### config.mk
export PLATFORM = sky130hd
export DESIGN_NAME = nand_mp_prog
export DESIGN_NICKNAME = d
export VERILOG_FILES = /design/src/rtl/nand_mp_pkg.sv /design/src/rtl/nand_req_check.sv /design/src/rtl/nand_rb_timer.sv /design/src/rtl/nand_bus_drv.sv /design/src/rtl/nand_mp_prog.sv
export SDC_FILE = /design/constraint.sdc
export NUM_CORES = 1
export LEC_CHECK = 0
export BUFFER_PORTS_ARGS = -buffer_cell sky130_fd_sc_hd__buf_2
export CORE_ASPECT_RATIO = 0.5
export CORE_MARGIN = 10
export CORE_UTILIZATION = 55
export CTS_BUF_LIST = sky130_fd_sc_hd__clkbuf_16
export CTS_CLUSTER_SIZE = 14
export DETAILED_ROUTE_END_ITERATION = 7
export MAX_ROUTING_LAYER = met4
export PLACE_DENSITY = 0.9
export SYNTH_ARGS = -nofsm -noshare
export SYNTH_HDL_FRONTEND = slang
export SYNTH_SLANG_ARGS = --single-unit
### constraint.sdc
create_clock -name clk_i -period 2.3 [get_ports clk_i]
set_input_delay 0.46 -clock clk_i [delete_from_list [all_inputs] [get_ports clk_i]]
set_output_delay 0.46 -clock clk_i [all_outputs]
set_load 0.02 [all_outputs]
### src/rtl/nand_mp_pkg.sv
package nand_mp_pkg;
  localparam int PLANES      = 4;
  localparam int PLANE_W     = 2;
  localparam int BLOCK_W     = 11;
  localparam int PAGE_W      = 5;
  localparam int NCNT_W      = 3;
  localparam int ADDR_CYCLES = 5;
  localparam int ROW_W       = 24;

  localparam logic [7:0] CMD_SETUP = 8'h80;
  localparam logic [7:0] CMD_NEXT  = 8'h11;
  localparam logic [7:0] CMD_GO    = 8'h10;
  localparam logic [7:0] CMD_STAT  = 8'h71;

  typedef enum logic [3:0] {
    ST_IDLE, ST_SETUP, ST_ADDR, ST_DATA, ST_CONF,
    ST_WAIT_LO, ST_WAIT_HI, ST_STAT, ST_RD, ST_CAP
  } state_e;

  typedef enum logic [1:0] {BUS_NONE, BUS_CMD, BUS_ADDR, BUS_DATA} bus_kind_e;

  typedef struct packed {
    bus_kind_e  kind;
    logic [7:0] val;
    logic       rd;
  } bus_cyc_t;
endpackage

### src/rtl/nand_req_check.sv
module nand_req_check
  import nand_mp_pkg::*;
#(
  parameter int N_PL  = PLANES,
  parameter int PL_W  = PLANE_W,
  parameter int PG_W  = PAGE_W,
  parameter int N_W   = NCNT_W
) (
  input  logic [N_W-1:0]       nplanes_i,
  input  logic [N_PL*PL_W-1:0] plane_i,
  input  logic [N_PL*PG_W-1:0] page_i,
  output logic                 ok_o
);
  logic [N_PL-1:0][N_PL-1:0] clash;

  for (genvar i = 0; i < N_PL; i++) begin : g_i
    for (genvar j = 0; j < N_PL; j++) begin : g_j
      if (j > i) begin : g_pair
        assign clash[i][j] = (N_W'(i) < nplanes_i) && (N_W'(j) < nplanes_i) &&
                             ((plane_i[i*PL_W +: PL_W] == plane_i[j*PL_W +: PL_W]) ||
                              (page_i[i*PG_W +: PG_W]  != page_i[j*PG_W +: PG_W]));
      end else begin : g_none
        assign clash[i][j] = 1'b0;
      end
    end
  end

  assign ok_o = (nplanes_i != '0) && (nplanes_i <= N_W'(N_PL)) && (clash == '0);

  // an accepted count is always in range
  always_comb begin
    assert_count_range_R4: assert (!ok_o || (nplanes_i >= N_W'(1) && nplanes_i <= N_W'(N_PL)));
  end
endmodule

### src/rtl/nand_rb_timer.sv
module nand_rb_timer #(
  parameter int LIMIT = 4096,
  localparam int CW   = $clog2(LIMIT + 1)
) (
  input  logic clk_i,
  input  logic rst_ni,
  input  logic clr_i,
  input  logic en_i,
  output logic expired_o
);
  logic [CW-1:0] cnt_q;

  always_ff @(posedge clk_i or negedge rst_ni) begin
    if (!rst_ni)                        cnt_q <= '0;
    else if (clr_i)                     cnt_q <= '0;
    else if (en_i && cnt_q != CW'(LIMIT)) cnt_q <= cnt_q + 1'b1;
  end

  assign expired_o = en_i && (cnt_q == CW'(LIMIT));

  assert_expire_while_waiting_R8: assert property (@(posedge clk_i) disable iff (!rst_ni)
    $rose(expired_o) |-> $past(en_i));
endmodule

### src/rtl/nand_bus_drv.sv
module nand_bus_drv
  import nand_mp_pkg::*;
(
  input  logic       clk_i,
  input  logic       rst_ni,
  input  bus_cyc_t   cyc_i,
  output logic [7:0] io_o,
  output logic       cle_o,
  output logic       ale_o,
  output logic       we_o,
  output logic       re_o
);
  always_ff @(posedge clk_i or negedge rst_ni) begin
    if (!rst_ni) begin
      io_o <= '0; cle_o <= 1'b0; ale_o <= 1'b0; we_o <= 1'b0; re_o <= 1'b0;
    end else begin
      io_o  <= cyc_i.val;
      cle_o <= (cyc_i.kind == BUS_CMD);
      ale_o <= (cyc_i.kind == BUS_ADDR);
      we_o  <= (cyc_i.kind != BUS_NONE);
      re_o  <= cyc_i.rd;
    end
  end

  assert_latch_excl_R9: assert property (@(posedge clk_i) disable iff (!rst_ni)
    !(cle_o && ale_o));
  assert_rd_wr_excl_R9: assert property (@(posedge clk_i) disable iff (!rst_ni)
    !(re_o && we_o));
endmodule

### src/rtl/nand_mp_prog.sv
module nand_mp_prog
  import nand_mp_pkg::*;
#(
  parameter int PAGE_BYTES     = 16,
  parameter int TIMEOUT_CYCLES = 4096,
  localparam int CNT_MAX       = (PAGE_BYTES > ADDR_CYCLES) ? PAGE_BYTES : ADDR_CYCLES,
  localparam int CNT_W         = $clog2(CNT_MAX),
  localparam int SLOT_W        = $clog2(PLANES)
) (
  input  logic                      clk_i,
  input  logic                      rst_ni,
  input  logic                      req_valid_i,
  input  logic [NCNT_W-1:0]         req_nplanes_i,
  input  logic [PLANES*PLANE_W-1:0] req_plane_i,
  input  logic [PLANES*BLOCK_W-1:0] req_block_i,
  input  logic [PLANES*PAGE_W-1:0]  req_page_i,
  output logic                      busy_o,
  input  logic [7:0]                wdata_i,
  input  logic                      wvalid_i,
  output logic                      wready_o,
  output logic [7:0]                nand_io_o,
  input  logic [7:0]                nand_io_i,
  output logic                      nand_cle_o,
  output logic                      nand_ale_o,
  output logic                      nand_we_o,
  output logic                      nand_re_o,
  input  logic                      nand_rb_i,
  output logic                      done_o,
  output logic                      pass_o,
  output logic [PLANES-1:0]         fail_vec_o,
  output logic                      err_req_o,
  output logic                      err_timeout_o
);
  state_e state_q, state_d;
  logic [SLOT_W-1:0] slot_q;
  logic [CNT_W-1:0]  cnt_q;
  logic [NCNT_W-1:0] n_q;
  logic [PLANE_W-1:0] plane_q [PLANES];
  logic [BLOCK_W-1:0] block_q [PLANES];
  logic [PAGE_W-1:0]  page_q;
  logic req_ok, last_slot, tmr_exp, tmr_en, tmr_clr;
  logic [ROW_W-1:0] row;
  bus_cyc_t cyc;
  logic unused_status;

  assign unused_status = ^nand_io_i[7:PLANES+1];

  nand_req_check u_check (
    .nplanes_i (req_nplanes_i),
    .plane_i   (req_plane_i),
    .page_i    (req_page_i),
    .ok_o      (req_ok)
  );

  nand_rb_timer #(.LIMIT(TIMEOUT_CYCLES)) u_timer (
    .clk_i     (clk_i),
    .rst_ni    (rst_ni),
    .clr_i     (tmr_clr),
    .en_i      (tmr_en),
    .expired_o (tmr_exp)
  );

  nand_bus_drv u_bus (
    .clk_i (clk_i),
    .rst_ni(rst_ni),
    .cyc_i (cyc),
    .io_o  (nand_io_o),
    .cle_o (nand_cle_o),
    .ale_o (nand_ale_o),
    .we_o  (nand_we_o),
    .re_o  (nand_re_o)
  );

  assign last_slot = ({1'b0, slot_q} == n_q - NCNT_W'(1));
  assign row       = ROW_W'({block_q[slot_q], plane_q[slot_q], page_q});
  assign busy_o    = (state_q != ST_IDLE);
  assign wready_o  = (state_q == ST_DATA);
  assign tmr_en    = (state_q == ST_WAIT_LO) || (state_q == ST_WAIT_HI);
  assign tmr_clr   = (state_q == ST_CONF);

  always_comb begin
    state_d  = state_q;
    cyc      = '{kind: BUS_NONE, val: 8'h00, rd: 1'b0};
    unique case (state_q)
      ST_IDLE:  if (req_valid_i && req_ok) state_d = ST_SETUP;
      ST_SETUP: begin
        cyc     = '{kind: BUS_CMD, val: CMD_SETUP, rd: 1'b0};
        state_d = ST_ADDR;
      end
      ST_ADDR: begin
        cyc.kind = BUS_ADDR;
        case (cnt_q)
          CNT_W'(2): cyc.val = row[7:0];
          CNT_W'(3): cyc.val = row[15:8];
          CNT_W'(4): cyc.val = row[23:16];
          default:   cyc.val = 8'h00;
        endcase
        if (cnt_q == CNT_W'(ADDR_CYCLES - 1)) state_d = ST_DATA;
      end
      ST_DATA: if (wvalid_i) begin
        cyc = '{kind: BUS_DATA, val: wdata_i, rd: 1'b0};
        if (cnt_q == CNT_W'(PAGE_BYTES - 1)) state_d = ST_CONF;
      end
      ST_CONF: begin
        cyc     = '{kind: BUS_CMD, val: last_slot ? CMD_GO : CMD_NEXT, rd: 1'b0};
        state_d = last_slot ? ST_WAIT_LO : ST_SETUP;
      end
      ST_WAIT_LO: if (tmr_exp) state_d = ST_IDLE;
                  else if (!nand_rb_i) state_d = ST_WAIT_HI;
      ST_WAIT_HI: if (tmr_exp) state_d = ST_IDLE;
                  else if (nand_rb_i) state_d = ST_STAT;
      ST_STAT: begin
        cyc     = '{kind: BUS_CMD, val: CMD_STAT, rd: 1'b0};
        state_d = ST_RD;
      end
      ST_RD: begin
        cyc.rd  = 1'b1;
        state_d = ST_CAP;
      end
      ST_CAP:  state_d = ST_IDLE;
      default: state_d = ST_IDLE;
    endcase
  end

  always_ff @(posedge clk_i or negedge rst_ni) begin
    if (!rst_ni) begin
      state_q <= ST_IDLE;
      slot_q  <= '0;
      cnt_q   <= '0;
      n_q     <= '0;
      page_q  <= '0;
      for (int k = 0; k < PLANES; k++) begin
        plane_q[k] <= '0;
        block_q[k] <= '0;
      end
    end else begin
      state_q <= state_d;
      if (state_q == ST_IDLE && req_valid_i && req_ok) begin
        n_q    <= req_nplanes_i;
        page_q <= req_page_i[PAGE_W-1:0];
        slot_q <= '0;
        for (int k = 0; k < PLANES; k++) begin
          plane_q[k] <= req_plane_i[k*PLANE_W +: PLANE_W];
          block_q[k] <= req_block_i[k*BLOCK_W +: BLOCK_W];
        end
      end
      if (state_q == ST_CONF && !last_slot) slot_q <= slot_q + 1'b1;
      if (state_d != state_q)                     cnt_q <= '0;
      else if (state_q == ST_ADDR)                cnt_q <= cnt_q + 1'b1;
      else if (state_q == ST_DATA && wvalid_i)    cnt_q <= cnt_q + 1'b1;
    end
  end

  always_ff @(posedge clk_i or negedge rst_ni) begin
    if (!rst_ni) begin
      done_o <= 1'b0; pass_o <= 1'b0; fail_vec_o <= '0;
      err_req_o <= 1'b0; err_timeout_o <= 1'b0;
    end else begin
      done_o <= 1'b0; err_req_o <= 1'b0; err_timeout_o <= 1'b0;
      if (state_q == ST_IDLE && req_valid_i && !req_ok) begin
        done_o <= 1'b1; err_req_o <= 1'b1; pass_o <= 1'b0; fail_vec_o <= '0;
      end else if (tmr_exp) begin
        done_o <= 1'b1; err_timeout_o <= 1'b1; pass_o <= 1'b0; fail_vec_o <= '0;
      end else if (state_q == ST_CAP) begin
        done_o     <= 1'b1;
        pass_o     <= !nand_io_i[0];
        fail_vec_o <= nand_io_i[PLANES:1];
      end
    end
  end

  assert_done_pulse_R7: assert property (@(posedge clk_i) disable iff (!rst_ni)
    done_o |=> !done_o);
  assert_reject_no_bus_R3: assert property (@(posedge clk_i) disable iff (!rst_ni)
    err_req_o |-> (!nand_we_o && !busy_o));
  assert_go_on_last_R2: assert property (@(posedge clk_i) disable iff (!rst_ni)
    (nand_we_o && nand_cle_o && nand_io_o == CMD_GO) |-> last_slot);
  assert_ready_when_busy_R11: assert property (@(posedge clk_i) disable iff (!rst_ni)
    wready_o |-> busy_o);
  assert_timeout_no_pass_R8: assert property (@(posedge clk_i) disable iff (!rst_ni)
    err_timeout_o |-> (done_o && !pass_o));
endmodule

==> results of run 1 <==
[path summary, 6_finish.rpt]
kind / from / to / slack, ps
hold reg to reg: block_q[19]$_DFFE_PN0P_ / block_q[19]$_DFFE_PN0P_ / 510
setup / recovery: req_page_i[9] / block_q[29]$_DFFE_PN0P_ / -180
hold / removal: rst_ni / block_q[29]$_DFFE_PN0P_ / 90
min in group clk_i: req_block_i[20] / block_q[31]$_DFFE_PN0P_ / 320
max in group asynchronous: rst_ni / u_bus.we_o$_DFF_PN0_ / 1560
setup reg to reg: cnt_q[0]$_DFFE_PN0P_ / cnt_q[1]$_DFFE_PN0P_ / 100
[per-layer routing]
| metal | vias up | GRT usage | wire, µm |
|---|---|---|---|
| met5 | - | - | 0 |
| met4 | 0 | 0.09940 | 653 |
| met2 | 250 | 0.3938 | 8505 |
| met1 | 2319 | 0.2568 | 6341 |
| met3 | 67 | 0.05232 | 1273 |
| li1 | 2010 | - | - |
[report_power, final]
group          switching [mW]  leakage (nW)  internal (mW)  total, mW
Sequential              0.413          1.38           2.35       2.76
Clock                   0.722         0.143          0.855       1.58
Combinational            1.32          2.00           1.49       2.81
Total                    2.46          3.52           4.69       7.15
[Yosys cell counts, types with 3 or more instances]
library cell               count
sky130_fd_sc_hd__dfrtp_1     103
sky130_fd_sc_hd__mux2_4       50
sky130_fd_sc_hd__nand2_1      29
sky130_fd_sc_hd__nor2_1       23
sky130_fd_sc_hd__xnor2_1      22
sky130_fd_sc_hd__xor2_1       22
sky130_fd_sc_hd__a21oi_1      19
sky130_fd_sc_hd__nor3_1       18
sky130_fd_sc_hd__o21ai_0      14
sky130_fd_sc_hd__clkbuf_1     13
sky130_fd_sc_hd__mux4_2       13
sky130_fd_sc_hd__nand3_1      10
sky130_fd_sc_hd__o22ai_1       8
sky130_fd_sc_hd__inv_1         7
sky130_fd_sc_hd__mux2_1        7
sky130_fd_sc_hd__nand2b_1      7
sky130_fd_sc_hd__a22oi_1       6
sky130_fd_sc_hd__buf_6         6
sky130_fd_sc_hd__ha_1          6
sky130_fd_sc_hd__nand4_1       6
sky130_fd_sc_hd__nor2b_1       6
sky130_fd_sc_hd__and3_1        5
sky130_fd_sc_hd__mux2i_1       4
sky130_fd_sc_hd__nor3b_1       4
sky130_fd_sc_hd__nor4_1        4
sky130_fd_sc_hd__and2_1        3
sky130_fd_sc_hd__mux2_2        3
[what timing repair did]
item / CTS / global route
resized for setup: 9 / 13
hold buffers: 0 / 0
pin swaps: 0 / 3
setup buffers: 0 / 3
endpoints found under the setup margin: 62 / 71
[registers in the layout, indices dropped and copies added, names as in the netlist, 2 cells and up]
name           cells
block_q           44
cnt_q              4
fail_vec_o         4
n_q                3
page_q             5
plane_q            8
slot_q             2
state_q            4
u_bus.io_o         8
u_timer.cnt_q     13
[cell usage in the layout (no fill, tap or decap), types with 3 or more instances in the layout]
cell / instances
sky130_fd_sc_hd__a21oi_1: 18
sky130_fd_sc_hd__a22oi_1: 6
sky130_fd_sc_hd__and2_1: 3
sky130_fd_sc_hd__and3_1: 5
sky130_fd_sc_hd__buf_12: 9
sky130_fd_sc_hd__buf_2: 111
sky130_fd_sc_hd__buf_4: 66
sky130_fd_sc_hd__clkbuf_16: 9
sky130_fd_sc_hd__dfrtp_1: 103
sky130_fd_sc_hd__ha_1: 6
sky130_fd_sc_hd__inv_1: 7
sky130_fd_sc_hd__mux2_4: 59
sky130_fd_sc_hd__mux2i_1: 4
sky130_fd_sc_hd__mux4_2: 13
sky130_fd_sc_hd__nand2_1: 29
sky130_fd_sc_hd__nand2b_1: 7
sky130_fd_sc_hd__nand3_1: 10
sky130_fd_sc_hd__nand4_1: 6
sky130_fd_sc_hd__nor2_1: 23
sky130_fd_sc_hd__nor2b_1: 6
sky130_fd_sc_hd__nor3_1: 12
sky130_fd_sc_hd__nor3_2: 5
sky130_fd_sc_hd__nor3b_1: 4
sky130_fd_sc_hd__o21ai_0: 12
sky130_fd_sc_hd__o22ai_1: 7
sky130_fd_sc_hd__xnor2_1: 22
sky130_fd_sc_hd__xor2_1: 22
[stage by stage]
step | hold slack [ps] | utilization | TNS, ps | worst slack, ps
floorplan | 164.4 | - | -18880 | -320.9
global placement | 479.5 | 0.7096 | -27380 | -431.7
finish | 91.07 | 0.7545 | -8968 | -178.2
CTS | 103.9 | 0.7449 | -5310 | -117.4
global route | 125.4 | 0.7545 | -9903 | -195.2
detailed placement | 487.7 | 0.7096 | -30040 | -475.4
[logic make-up (layout without fill, tap and decap cells)]
logic type / Yosys count / count (layout) / synth area share
flip-flops: 103 / 103 / 0.4681
buffers and inverters: 29 / 211 / 0.02818
AO/OA/AOI/OAI: 67 / 67 / 0.07840
XOR/XNOR: 44 / 44 / 0.06998
multiplexers: 77 / 77 / 0.2172
adder cells (fa/ha/maj): 6 / 6 / 0.01363
AND/OR/NAND/NOR: 130 / 130 / 0.1245
[layout make-up]
type / instances / area, µm²
Timing Repair Buffer: 188 / 1257
Multi-Input combinational cell: 324 / 2910
Fill cell: 554 / 2357
Sequential cell: 103 / 2577
Clock buffer: 9 / 225.2
Tap cell: 135 / 168.9
Clock inverter: 7 / 80.08
Inverter: 7 / 26.28
==> results.md, run 1 <==
- The run finished, with violations left.
- The checks that failed: negative setup slack.
- The worst setup path is captured at a flip-flop.
- The post-synthesis cell type with the largest combined area is sky130_fd_sc_hd__dfrtp_1.
- The number of global-route vias before repair is 4,913.
- Compared with the post-synthesis result, the final layout area differs by 31.58%.
- The floorplan step defined a die boundary enclosing 14,660 µm².
- The placed standard-cell area is ~7000 µm².
- For this run, the number of Yosys warnings is 0.
- The aggregate global routing overflow is 0.
- Of the cells placed in the final design, the portion with a size suffix greater than 1 is 0.4687.
- The placed instance count is roughly 760.
- The largest individual stage delay along the critical path comes from the cell sky130_fd_sc_hd__nor4_2.
- The count of flip-flops with a built-in enable after synthesis is 0.
- Routability-driven placement finished with a final weighted congestion of 0.9323.
- The first routing iteration left between 400 and 500 violations.
- In the global route stage, overall resource usage came out at 0.2311.
- The setup slack after layout is -178.2 ps.
- The clock drives 103 sinks.
- After legalization and detailed placement, the total HPWL measured 12,010 µm.
- After clock tree synthesis, the clock-pin slew on the worst setup and hold paths is 70 ps.
- The die is 161.5 µm wide.
- For the final database, setup skew stands at 8.816 ps.
- For this run, the leading register cell type out of synthesis is sky130_fd_sc_hd__dfrtp_1.
- Walking the worst path, the cells encountered are buf_2, buf_4, nor3_1, o22ai_1, nor4_2, a21oi_1, nor3_4, buf_12, buf_12, mux2_4.
- The I/O pin total is about 120.
- The number of antenna violations at the first check in global routing is 0.
- The actual transition at the worst max-transition pin is 563.5 ps.
- Based on the critical path, the design can be clocked at up to 403.5 MHz.
- The number of instances in the synthesized netlist is 456.
- For this run, the detailed router's first-pass iteration total came to 5.
- The effective utilization at floorplan is 0.5734.
- The core box area is roughly 9600 µm².
- The worst-case IR drop observed on VDD is roughly 0.54 mV.
- The final number of hold-violating endpoints is 0.
- The post-layout instance count excluding filler cells is slightly below 800.
- The design draws 7.149 mW.
- The critical path arrival is 2720 ps.
- The sequential share of the synthesized area is 0.4681.
- The category of the worst setup path launch point is a primary input.
- The area share of the largest cell type after synthesis is 0.4681.
- The final non-filler cell area is 7246 µm².
- Wires add up to 16,770 µm.
- In this run the worst path has a maximum fanout of 13.
- The most common cell type on the critical path is sky130_fd_sc_hd__buf_12.
- In this run the tightest slew margin relative to its limit is 0.6243.
- The root buffer cell chosen for the clock tree is sky130_fd_sc_hd__clkbuf_16.
- The number of buffer cells added on primary ports is roughly 110.
- Dividing the detail-routed via count by the number of cells gives roughly 6.0.
- Setup repair after global routing could not meet its margin everywhere.
- The placement row count is 25.
- The total power density per cell area is between 900 and 1000 nW/µm².
- Max-cap violations in this run came to 0.
- The mapped cell area is 5507 µm².
- The classification of the worst-slack hold path is in -> async.
- The H-tree generated during clock tree synthesis spans 3 levels.
- The number of clock buffers added by TritonCTS is 9.
- Entering global routing, the biggest net connects 43 pins.
- Setup violations remaining at the end of the flow were counted as 60.
- The post-route clock period utilization is 1.077.
- The final net count is approximately 740.
- The total inserted antenna cells is 0.
- The clock latency on the worst-skew pair is 360 ps.
- The worst path buffer plus inverter count is 4.
- TritonCTS built the clock tree.
- The floorplan die height is 90.76 µm.
- The category of the most critical setup path is in -> reg.
- The distinct cell type count of the synthesized netlist is 56.
- The final max-slew violation count is 0.
- Counting every net in the synthesized netlist gives 558.
- The delay contributed by the slowest stage of the critical path is 340 ps.
- For this run, design rule violations remaining after detail routing come to 0.
- The final critical delay including setup and external delays is between 2000 and 2500 ps.
- The wire length of the first global-routing pass is 26,450 µm.
- By area the synthesized netlist is led by sky130_fd_sc_hd__dfrtp_1, sky130_fd_sc_hd__mux2_4, sky130_fd_sc_hd__mux4_2, sky130_fd_sc_hd__xnor2_1, sky130_fd_sc_hd__xor2_1.
- Once detail routing completed, the nets flagged for antenna violations numbered 0.
- In this run the mean area of a mapped cell was 12.08 µm².
- The required time at the endpoint of the critical path is 2540 ps.
- The via count is 4,646.
- The cell family contributing the most delay on the critical path is simple AND/OR/NAND/NOR gates.
- The average wire length per cell after detail routing is 21.70 µm.
- For this design the static power due to leakage is 3.519 nW.
- The number of buffers on the longest clock path is 2.
- The path length in cells of the critical path is 10.
- Synthesis inferred 103 register bits.
- Counting flops with an async set or reset pin after synthesis yields a share of 1.000.
- Measured in cells, the most critical reg-to-reg path has a length of 9.
No activity file was read; power rests on OpenSTA's default activity.
==> inputs of run 2 (changes only) <==
--- a/config.mk
+++ b/config.mk
@@ -14,6 +14,7 @@
 export DETAILED_ROUTE_END_ITERATION = 7
 export MAX_ROUTING_LAYER = met4
 export PLACE_DENSITY = 0.9
+export SKIP_CTS_REPAIR_TIMING = 1
 export SYNTH_ARGS = -nofsm -noshare
 export SYNTH_HDL_FRONTEND = slang
 export SYNTH_SLANG_ARGS = --single-unit
==> results.md, run 2 (synthesis results as in run 1) <==
- Row generation in the floorplan step produced 25 rows.
- The number of sinks handled by clock tree synthesis is 103.
- The top cell types in the final layout, fill and taps aside, are sky130_fd_sc_hd__buf_2, sky130_fd_sc_hd__dfrtp_1, sky130_fd_sc_hd__buf_4, sky130_fd_sc_hd__mux2_4, sky130_fd_sc_hd__nand2_1.
- After global routing the overflow that remains totals 0.
- Setup repair after global routing could not meet its margin everywhere.
- The register name with the most flops is block_q.
- The first global-routing pass estimated roughly 26,000 µm of wire.
- The total power density per cell area is between 900 and 1000 nW/µm².
- The average wire length per cell after detail routing is approximately 22 µm.
- The number of buffer cells added on primary ports is 114.
- The post-route DRC violation count is 0.
- Setup violations remaining at the end of the flow were counted as 62.
- For the pin with the worst max-slew slack, the measured transition is 564.4 ps.
- Between clock sinks in the finished design, the worst skew comes to 8.277 ps.
- The fraction of final layout cells sized beyond drive strength 1 is 0.4679.
- The min-delay analysis places its worst path in the category in -> async.
- STA classifies the critical path startpoint as a primary input.
- Hold is met by 83.26 ps.
- The initial DRC count is 356.
- VDD sags by at most 0.5337 mV.
- The required time at the endpoint of the critical path is 2540 ps.
- The final critical delay including setup and external delays is 2491 ps.
- For the final routed database, the setup TNS stands at -9172 ps.
- The critical path arrival is 2730 ps.
- The maximum number of pins on one net before global-route repair is 43.
- STA classifies the critical path endpoint as a flip-flop.
- The flow ran to the end, but the final reports show violations.
- Traced cell by cell, the critical path runs through buf_2, nor3_1, o22ai_2, or4_1, o32a_1, nor3_4, buf_12, buf_12, mux2_4.
- The critical path is of the in -> reg type.
- Measured against its own limit, the worst slew margin works out to 0.6229.
- The library cell used most frequently in the layout, excluding fill and tap cells, is sky130_fd_sc_hd__buf_2.
- After detailed routing, the total wire length is 17,090 µm.
- The design draws 7.211 mW.
- After detailed routing, the number of vias per cell comes to 6.036.
- The cell sitting at the root of the clock tree is a sky130_fd_sc_hd__clkbuf_16.
- The final reports fail on negative setup slack.
- The number of buffers created by CTS is 9.
- The worst reg-to-reg setup slack is 90 ps.
- The clock latency on the worst-skew pair is between 300 and 400 ps.
- The floorplan step defined a die boundary enclosing 14,660 µm².
- The post-synthesis to final-layout area growth is 32.13%.
- The via count is 4,672.
- The setup slack after layout is -191.1 ps.
- The total iterations of the first detailed-routing run is 7.
- Once detail routing completed, the nets flagged for antenna violations numbered 0.
- The register with the most flip-flops in the layout has 44 of them.
- The final max-slew violation count is 0.
- The total area inside the core boundary comes to 9603 µm².
- For this configuration, the core starts out at a cell density of 0.5734.
- The critical path starts at req_page_i[0].
- Across every metal layer, demand over resource in global routing totals 0.2274.
- Summed over all cells, the static leakage comes to 3.511 nW.
- In the final design database the tool counted 736 nets.
- The number of buffers on the longest clock path is 2.
- In the finished design, the share of the clock period the worst path needs comes to 1.083.
- The highest-delay cell along the critical path is sky130_fd_sc_hd__or4_1.
- 0 antenna diodes ended up in the layout.
- Timing analysis after detailed placement gives a worst setup slack of -475.4 ps.
- In this design, the stage delay of the slowest critical-path cell is between 400 and 500 ps.
- The number of max-capacitance violations reported is 0.
- In this run the horizontal extent of the chip is roughly 160 µm.
- The startpoint identified for the worst register-to-register timing path is cnt_q[0]$_DFFE_PN0P_.
- TritonCTS built the clock tree.
- The die is around 91 µm tall.
- The number of antenna violations at the first check in global routing was 0.
- The final number of hold-violating endpoints came to 0.
- The I/O pin total is 118.
- The maximum level of the CTS H-tree is 3.
- The final weighted congestion of routability-driven global placement is 0.9323.
- The maximum frequency from static timing analysis is about 400 MHz.
- The number of global-route vias before repair is 4,852.
- The cell that appears most often on the critical path is sky130_fd_sc_hd__buf_12.
- Once detailed placement completed, the half-perimeter wirelength came to 12,010 µm.
- The largest registers in the layout are block_q: 44 flops, u_timer.cnt_q: 13 flops.
- The top fanout value on the critical path is 13.
- The clock slew seen by the registers of the worst setup and hold paths is 70 ps.
run 2: per-layer routing:
metal  track usage  share of wire
met5             -              0
met4        0.1024          0.056
met3       0.05869          0.076
met2        0.3873           0.49
met1        0.2469           0.37
run 2: per-stage QoR:
step	cells	cell area, µm²	util
floorplan	456	5549	-
global placement	755	6814	0.7096
detailed placement	755	6814	0.7096
CTS	771	7119	0.7414
global route	774	7276	0.7577
finish	774	7276	0.7577
run 2: layout make-up:
cell class,instances,area [µm²]
clock buffers,9,225.2
clock inverters,7,80.08
fillers,543,2327
inverters,7,26.28
multi-input cells,324,2918
flip-flops and latches,103,2579
well taps,135,168.9
repair buffers,189,1279
run 2: critical path, delay by kind of cell:
family | cells | cell delay, ps
AND/OR/NAND/NOR | 3 | 940
buffers and inverters | 3 | 490
multiplexers | 1 | 320
AO/OA/AOI/OAI | 2 | 510
run 2: power by group:
group	total [mW]	internal [mW]	switching [mW]
Sequential	2.77	2.35	0.423
Clock	1.59	0.856	0.731
Combinational	2.86	1.51	1.35
run 2: path summary, 6_finish.rpt:
kind                                                end  cells after the start
worst max-delay path            block_q[15]$_DFFE_PN0P_                      9
worst min-delay path            block_q[29]$_DFFE_PN0P_                      1
worst max register to register     cnt_q[1]$_DFFE_PN0P_                      9
worst min register to register   plane_q[2]$_DFFE_PN0P_                      1
max in group asynchronous          u_bus.we_o$_DFF_PN0_                      2
min in group clk_i              block_q[31]$_DFFE_PN0P_                      2
